## src/rtl/clic_arb_pkg.sv

```systemverilog
package clic_arb_pkg;
  localparam int unsigned CTL_W = 8;

  function automatic logic [3:0] impl_bits(input logic [3:0] ctlbits);
    return (ctlbits > 4'd8) ? 4'd8 : ctlbits;
  endfunction

  function automatic logic [3:0] lvl_bits(input logic [3:0] nlbits, input logic [3:0] ctlbits);
    logic [3:0] cb;
    cb = impl_bits(ctlbits);
    return (nlbits > cb) ? cb : nlbits;
  endfunction

  // upper w bits set
  function automatic logic [CTL_W-1:0] hi_mask(input logic [3:0] w);
    return ~(8'hFF >> w);
  endfunction
endpackage

```

## src/rtl/clic_ctl_decode.sv

```systemverilog
module clic_ctl_decode
  import clic_arb_pkg::*;
(
  input  logic [CTL_W-1:0] ctl_i,
  input  logic [CTL_W-1:0] impl_mask_i,
  input  logic [CTL_W-1:0] lvl_mask_i,
  output logic [CTL_W-1:0] key_o,
  output logic [CTL_W-1:0] lvl_o
);
  logic [CTL_W-1:0] norm;

  // unimplemented low bits read as 1; level+priority order equals byte order
  assign norm  = ctl_i | ~impl_mask_i;
  assign key_o = norm;
  assign lvl_o = (norm & lvl_mask_i) | ~lvl_mask_i;
endmodule

```

## src/rtl/clic_rank_tree.sv

```systemverilog
module clic_rank_tree
  import clic_arb_pkg::*;
#(
  parameter int unsigned N_IRQ = 16,
  localparam int unsigned ID_W = (N_IRQ > 1) ? $clog2(N_IRQ) : 1
) (
  input  logic [N_IRQ-1:0]       valid_i,
  input  logic [N_IRQ*CTL_W-1:0] key_i,
  input  logic [N_IRQ*CTL_W-1:0] lvl_i,
  input  logic [N_IRQ-1:0]       vec_i,
  output logic                   valid_o,
  output logic [ID_W-1:0]        id_o,
  output logic [CTL_W-1:0]       lvl_o,
  output logic                   vec_o
);
  localparam int unsigned LEAVES = 1 << ID_W;
  localparam int unsigned NODES  = 2 * LEAVES - 1;

  logic             n_v   [NODES];
  logic [CTL_W-1:0] n_key [NODES];
  logic [CTL_W-1:0] n_lvl [NODES];
  logic             n_vec [NODES];
  logic [ID_W-1:0]  n_id  [NODES];

  for (genvar j = 0; j < LEAVES; j++) begin : g_leaf
    localparam int unsigned IX = LEAVES - 1 + j;
    if (j < N_IRQ) begin : g_real
      assign n_v[IX]   = valid_i[j];
      assign n_key[IX] = key_i[j*CTL_W +: CTL_W];
      assign n_lvl[IX] = lvl_i[j*CTL_W +: CTL_W];
      assign n_vec[IX] = vec_i[j];
    end else begin : g_pad
      assign n_v[IX]   = 1'b0;
      assign n_key[IX] = '0;
      assign n_lvl[IX] = '0;
      assign n_vec[IX] = 1'b0;
    end
    assign n_id[IX] = ID_W'(j);
  end

  // left subtree holds lower IDs; right wins ties
  for (genvar i = 0; i < LEAVES - 1; i++) begin : g_node
    localparam int unsigned L = 2 * i + 1;
    localparam int unsigned R = 2 * i + 2;
    logic pick_r;
    assign pick_r   = n_v[R] && (!n_v[L] || (n_key[R] >= n_key[L]));
    assign n_v[i]   = n_v[L] | n_v[R];
    assign n_key[i] = pick_r ? n_key[R] : n_key[L];
    assign n_lvl[i] = pick_r ? n_lvl[R] : n_lvl[L];
    assign n_vec[i] = pick_r ? n_vec[R] : n_vec[L];
    assign n_id[i]  = pick_r ? n_id[R]  : n_id[L];
  end

  assign valid_o = n_v[0];
  assign id_o    = n_id[0];
  assign lvl_o   = n_lvl[0];
  assign vec_o   = n_vec[0];
endmodule

```

## src/rtl/clic_arb_top.sv

```systemverilog
module clic_arb_top
  import clic_arb_pkg::*;
#(
  parameter int unsigned N_IRQ = 16,
  localparam int unsigned ID_W = (N_IRQ > 1) ? $clog2(N_IRQ) : 1
) (
  input  logic                   clk_i,
  input  logic                   rst_ni,
  input  logic [N_IRQ-1:0]       pend_i,
  input  logic [N_IRQ-1:0]       en_i,
  input  logic [N_IRQ-1:0]       vec_i,
  input  logic [N_IRQ*CTL_W-1:0] ctl_i,
  input  logic [3:0]             nlbits_i,
  input  logic [3:0]             ctlbits_i,
  input  logic [CTL_W-1:0]       thresh_i,
  output logic                   req_o,
  output logic [ID_W-1:0]        id_o,
  output logic [CTL_W-1:0]       level_o,
  output logic                   vec_o
);
  logic [CTL_W-1:0]       impl_mask, lvl_mask;
  logic [N_IRQ*CTL_W-1:0] keys, lvls;
  logic [N_IRQ-1:0]       cand;
  logic                   w_v, w_vec;
  logic [ID_W-1:0]        w_id;
  logic [CTL_W-1:0]       w_lvl;

  assign impl_mask = hi_mask(impl_bits(ctlbits_i));
  assign lvl_mask  = hi_mask(lvl_bits(nlbits_i, ctlbits_i));
  assign cand      = pend_i & en_i;

  for (genvar k = 0; k < N_IRQ; k++) begin : g_dec
    clic_ctl_decode u_dec (
      .ctl_i       (ctl_i[k*CTL_W +: CTL_W]),
      .impl_mask_i (impl_mask),
      .lvl_mask_i  (lvl_mask),
      .key_o       (keys[k*CTL_W +: CTL_W]),
      .lvl_o       (lvls[k*CTL_W +: CTL_W])
    );
  end

  clic_rank_tree #(.N_IRQ(N_IRQ)) u_tree (
    .valid_i (cand),
    .key_i   (keys),
    .lvl_i   (lvls),
    .vec_i   (vec_i),
    .valid_o (w_v),
    .id_o    (w_id),
    .lvl_o   (w_lvl),
    .vec_o   (w_vec)
  );

  always_ff @(posedge clk_i or negedge rst_ni) begin
    if (!rst_ni) begin
      req_o   <= 1'b0;
      id_o    <= '0;
      level_o <= '0;
      vec_o   <= 1'b0;
    end else if (w_v) begin
      req_o   <= w_lvl > thresh_i;
      id_o    <= w_id;
      level_o <= w_lvl;
      vec_o   <= w_vec;
    end else begin
      req_o   <= 1'b0;
      id_o    <= '0;
      level_o <= '0;
      vec_o   <= 1'b0;
    end
  end
endmodule

```

## config.mk

```make
export PLATFORM = sky130hd
export DESIGN_NAME = clic_arb_top
export DESIGN_NICKNAME = d
export VERILOG_FILES = /design/src/rtl/clic_arb_pkg.sv /design/src/rtl/clic_ctl_decode.sv /design/src/rtl/clic_rank_tree.sv /design/src/rtl/clic_arb_top.sv
export SDC_FILE = /design/constraint.sdc
export NUM_CORES = 1
export LEC_CHECK = 0
export CAP_MARGIN = 25
export CORE_MARGIN = 2
export CORE_UTILIZATION = 53
export DETAILED_ROUTE_END_ITERATION = 8
export HOLD_SLACK_MARGIN = 0.06
export PLACE_DENSITY = 0.84
export RECOVER_POWER = 100
export SYNTH_ARGS = -nofsm -noshare
export SYNTH_HDL_FRONTEND = slang
export SYNTH_HIERARCHICAL = 1
export SYNTH_SLANG_ARGS = --single-unit
```

## constraint.sdc

```tcl
create_clock -name clk_i -period 0.8 [get_ports clk_i]
set_input_delay 0.12 -clock clk_i [delete_from_list [all_inputs] [get_ports clk_i]]
set_output_delay 0.12 -clock clk_i [all_outputs]
set_load 0.005 [all_outputs]
```

==> results of run 1 <==
==> cells by family after synthesis <==
group | after synthesis | synth area share
AOI/OAI and AO/OA | 215 | 0.163
and+or+nand+nor | 573 | 0.377
adders and majority gates | 128 | 0.175
muxes | 158 | 0.179
buffers and inverters | 154 | 0.0675
DFF | 14 | 0.0383
==> routing by layer <==
| metal | track usage | overflow |
|---|---|---|
| met3 | 0.581 | 2 |
| met5 | 0.178 | 0 |
| met2 | 0.983 | 105 |
| met4 | 0.878 | 76 |
| met1 | 0.743 | 5 |
==> what timing repair did <==
| item | 4_1_cts |
|---|---|
| gates resized for setup | 295 |
| setup buffers | 76 |
| gates cloned | 9 |
| pin swaps | 100 |
| endpoints found under the setup margin | 28 |
==> through the flow <==
step	cell area [um^2]	TNS [ns]	util	std cells
4_1_cts	16300	-92.72	0.956	2090
3_5_place_dp	14400	-109.71	0.847	2003
3_3_place_gp	14400	-106.85	0.847	2003
2_1_floorplan	9460	-93.26	-	1242
==> key figures, run 1 <==
Global routing
  • Congestion Overflow GR: 188
  • Pin count of the biggest net entering global routing: 25
  • Vias in the first global route: 18300
  • First-pass GRT wire length: 110000 um
  • GRT Total Usage: 0.778

Logic synthesis
  • Mean Syn Cell Area: 7.36 um^2
  • Register area share after synthesis: 0.0383
  • Top-count cell post-synth: nand2b_1
  • Yosys reg bits: 14
  • Fraction of registers with async set/reset: 1.00
  • Ys flop type: dfrtp_1
  • Ranking of synthesized cells by area: ha_1 (17%), mux2i_1 (12%), nand2b_1 (11%), nand3b_1 (11%), mux2_2 (5.4%)
  • Post-synth EDFFs: 0
  • Mapped Nets: about 1600
  • Most common library cells after synthesis: nand2b_1 (160), nand3b_1 (128), ha_1 (127), mux2i_1 (114), inv_1 (113)
  • Gate Count Post-Synth: 1242
  • Yosys top cell by area: ha_1
  • Synth warn: 6
  • Synth cell types: 78
  • Mapped Area: 9150 um^2
  • Synth top area share: 0.174

Run status
  • Status: did not finish
  • Tool error: [ERROR GRT-0116] Global routing finished with congestion. Check the congestion regions in the DRC Viewer.
  • Failing step: global routing (5_1_grt)

Die
  • IO Pins: between 200 and 250
  • Die height: 135 um
  • Initial Util: 0.536
  • Row cnt: 48
  • Chip Width: 135 um

Clocking
  • Clock root buffer: clkbuf_16
  • H-tree level count: 1
  • Num CTS Buffers: 3
  • Clock tree sinks: 14
  • # hold bufs at CTS: 0
  • Max clock buf depth: 2

Placed design
  • I/O Buffers: 207
  • DP HPWL: 34100 um
  • GPL Wtd Cong: 1.05
  • Pre-CTS setup slack: -8.37 ns
==> run 2, diff against run 1 <==
CORE_UTILIZATION = 40   (was 53)
HOLD_SLACK_MARGIN = not set   (was 0.06)
PLACE_DENSITY = not set   (was 0.84)
PLACE_DENSITY_LB_ADDON = 0.15   (was not set)
==> key figures, run 2 <==
Run status
  • Status: finished with violations (was did not finish)
  • Violated checks: negative setup slack

Final layout
  • Commonest cells after routing, fill and taps aside: buf_4 (382), clkdlybuf4s50_1 (179), nand3b_1 (128)
  • Share of cells above drive strength 1: 0.401
  • Max reg flops: 8
  • Biggest regs: level_o (8), id_o (4)
  • Fin cells: between 2000 and 2500
  • Antenna Cells: 0
  • Syn-to-layout area delta: 84.5%
  • Post-route cell area: ~17000 um^2
  • Top reg by flops: level_o
  • Leading cell type in the layout, fill and taps excluded: buf_4
  • Post-layout nets: 2188

Global routing
  • First-pass GRT wire length: 61100 um
  • Initial antenna violation count: 0
  • Congestion Overflow GR: 0
  • Pin count of the biggest net entering global routing: 20
  • Vias in the first global route: 11800
  • GRT Total Usage: 0.319

Timing
  • Period utilisation layout: 10.3
  • Hold Fails Final Rpt: 0
  • Min Tclk post-route: 8.20 ns
  • Final setup vio count: 28
  • Slew at the pin closest to its max-slew limit: 0.419 ns
  • Fmax: around 120 MHz
  • Final worst setup slack: -7.40 ns
  • RSZ-0062 raised after global routing: yes
  • Worst rel slew slack: 0.713
  • Fin. max-slew vios: 0

Logic synthesis
  • Mapped Area: 9150 um^2 (unchanged)
  • Mapped Nets: 1563 (unchanged)
  • Largest family of logic cells by synthesized area: simple AND/OR/NAND/NOR gates (unchanged)
  • Simple-gate share of the synthesized area: 0.377 (unchanged)
  • Fraction of registers with async set/reset: 1.00 (unchanged)
  • Mean Syn Cell Area: 7.36 um^2 (unchanged)
  • Gate Count Post-Synth: 1242 (unchanged)
  • Yosys top cell by area: ha_1 (unchanged)
  • Synth cell types: 78 (unchanged)
  • Post-synth EDFFs: 0 (unchanged)
  • Multiplexer share of the synthesized area: 0.179 (unchanged)
  • Most common library cells after synthesis: nand2b_1 (160), nand3b_1 (128), ha_1 (127), mux2i_1 (114), inv_1 (113) (unchanged)
  • Ranking of synthesized cells by area: ha_1 (17%), mux2i_1 (12%), nand2b_1 (11%), nand3b_1 (11%), mux2_2 (5.4%) (unchanged)
  • Synth Area in Compound Gates: 0.163 (unchanged)
  • Synth Area in XOR/XNOR: 0 (unchanged)
  • Synth top area share: 0.174 (unchanged)
  • Area share of fa/ha/maj cells after synthesis: 0.175 (unchanged)
  • Yosys reg bits: 14 (unchanged)
  • Register area share after synthesis: 0.0383 (unchanged)
  • Ys flop type: dfrtp_1 (unchanged)
  • Top-count cell post-synth: nand2b_1 (unchanged)
  • Synth warn: 6 (unchanged)

Die
  • IO Pins: 208 (unchanged)
  • Die area: 24100 um^2
  • Die height: 155 um (was 135 um)
  • Chip Width: 155 um (was 135 um)
  • Initial Util: 0.405 (was 0.536)
  • Row cnt: 55 (was 48)
  • Placeable core area: 22600 um^2

Clocking
  • Clock root buffer: clkbuf_16 (unchanged)
  • Clock tree sinks: 14 (unchanged)
  • Num CTS Buffers: 3 (unchanged)
  • Clock transition at path regs: 0.05 ns
  • H-tree level count: 1 (unchanged)
  • CTS tree: built
  • Max clock buf depth: 2 (unchanged)

Detailed routing
  • DRT Wirelength: around 42000 um
  • Drt first pass iters: 5
  • WL/cell: 19.6 um
  • Vias post-DR: 12100
  • 1st-iter DRT viols: 937
  • Via density per instance: 5.60
  • Remaining DRCs: 0
  • ANT nets after route: 0

Setup path
  • Slowest stage delay, CP: 0.37 ns
  • CP most frequent cell: a21o_1
  • Worst setup SP type: primary input
  • Critical path data arrival time: 8.33 ns
  • CP endpoint kind: flip-flop
  • CP required: around 0.93 ns
  • Crit Path Max Fanout: 6
  • Buf/Inv on CP: 8
  • Crit path kind: in2reg
  • CP top delay family: compound AO/OA/AOI/OAI gates
  • Worst path slowest cell: mux2_4

Power
  • Worst vdd ir: 902 uV
  • Total power per unit cell area: 1370 nW/um^2
  • Total power: between 0.02 and 0.025 W
  • Pleak: 8.12 nW

Placed design
  • Pre-CTS setup slack: -8.55 ns (was -8.37 ns)
  • I/O Buffers: 207 (unchanged)
  • GPL Wtd Cong: 1.04 (was 1.05)
  • Placed Cells: 2051 (was 2003)
  • Post-DP Area: 14400 um^2 (about the same)
  • DP HPWL: 31900 um (was 34100 um)

Run
  • Max-cap viol count: 0

Worst hold path
  • Worst min-delay path class: in2async
-- run 2: cell counts after synthesis --
No cell type changed its count.
-- run 2: cell type report --
| class | count | area [um^2] |
|---|---|---|
| sequential | 14 | 350 |
| fill | 1674 | 5700 |
| tap | 285 | 357 |
| multi-input combinational | 1076 | 9740 |
| inverter | 113 | 435 |
| timing repair buffer | 659 | 5910 |
| clock buffer | 4 | 88.8 |
-- run 2: logic make-up (layout without fill, tap and decap cells) --
kind of cell               Yosys count  count (layout)
DFF                                 14              14
AOI/OAI and AO/OA                  215             217
and+or+nand+nor                    573             573
buffers and inverters              154             776
adders and majority gates          128             128
muxes                              158             158
-- run 2: metal layers --
metal | up-vias | part of all wire | track usage
li1 | 5786 | - | -
met1 | 5671 | 0.41 | 0.394
met2 | 485 | 0.50 | 0.590
met3 | 111 | 0.048 | 0.0117
met4 | 0 | 0.046 | 0.116
met5 | - | 0 | 0
-- run 2: metrics by stage --
| stage | hold WS, ns | util | setup TNS [ns] |
|---|---|---|---|
| 2_1_floorplan | -0.176 | - | -93.26 |
| 3_3_place_gp | 0.460 | 0.640 | -110.31 |
| 3_5_place_dp | 0.463 | 0.640 | -111.92 |
| 4_1_cts | 0.209 | 0.713 | -91.66 |
| 5_1_grt | 0.347 | 0.748 | -99.24 |
| 6_report | 0.301 | 0.748 | -94.65 |
-- run 2: worst max-delay path by stage --
stage                       startpoint         endpoint  slack, ns  depth (start not counted)
after CTS                 ctlbits_i[1]  req_o$_DFF_PN0_      -7.14                         45
after global routing      ctlbits_i[1]  req_o$_DFF_PN0_      -7.82                         50
after floorplan           ctlbits_i[2]  req_o$_DFF_PN0_      -7.45                         48
final                     ctlbits_i[1]  req_o$_DFF_PN0_      -7.40                         48
after detailed placement  ctlbits_i[3]  req_o$_DFF_PN0_      -8.55                         42
after global placement    ctlbits_i[3]  req_o$_DFF_PN0_      -8.40                         40
-- run 2: timing repair --
action,in CTS,in global routing
pin swaps,93,74
hold buffers,0,0
endpoints found under the hold margin,0,0
setup endpoints to repair,28,28
resized for setup,302,110
buffers inserted,59,31
gates cloned,8,2
-- run 2: where the power goes --
part           total (W)  leakage [nW]  internal, W  switching (W)
logic             0.0209          7.92       0.0110        0.00987
registers        0.00119         0.160      0.00108       0.000118
clock network    0.00105        0.0442     0.000758       0.000295
total             0.0232          8.12       0.0129         0.0103
Note: power is estimated with default switching activity, not from simulation.
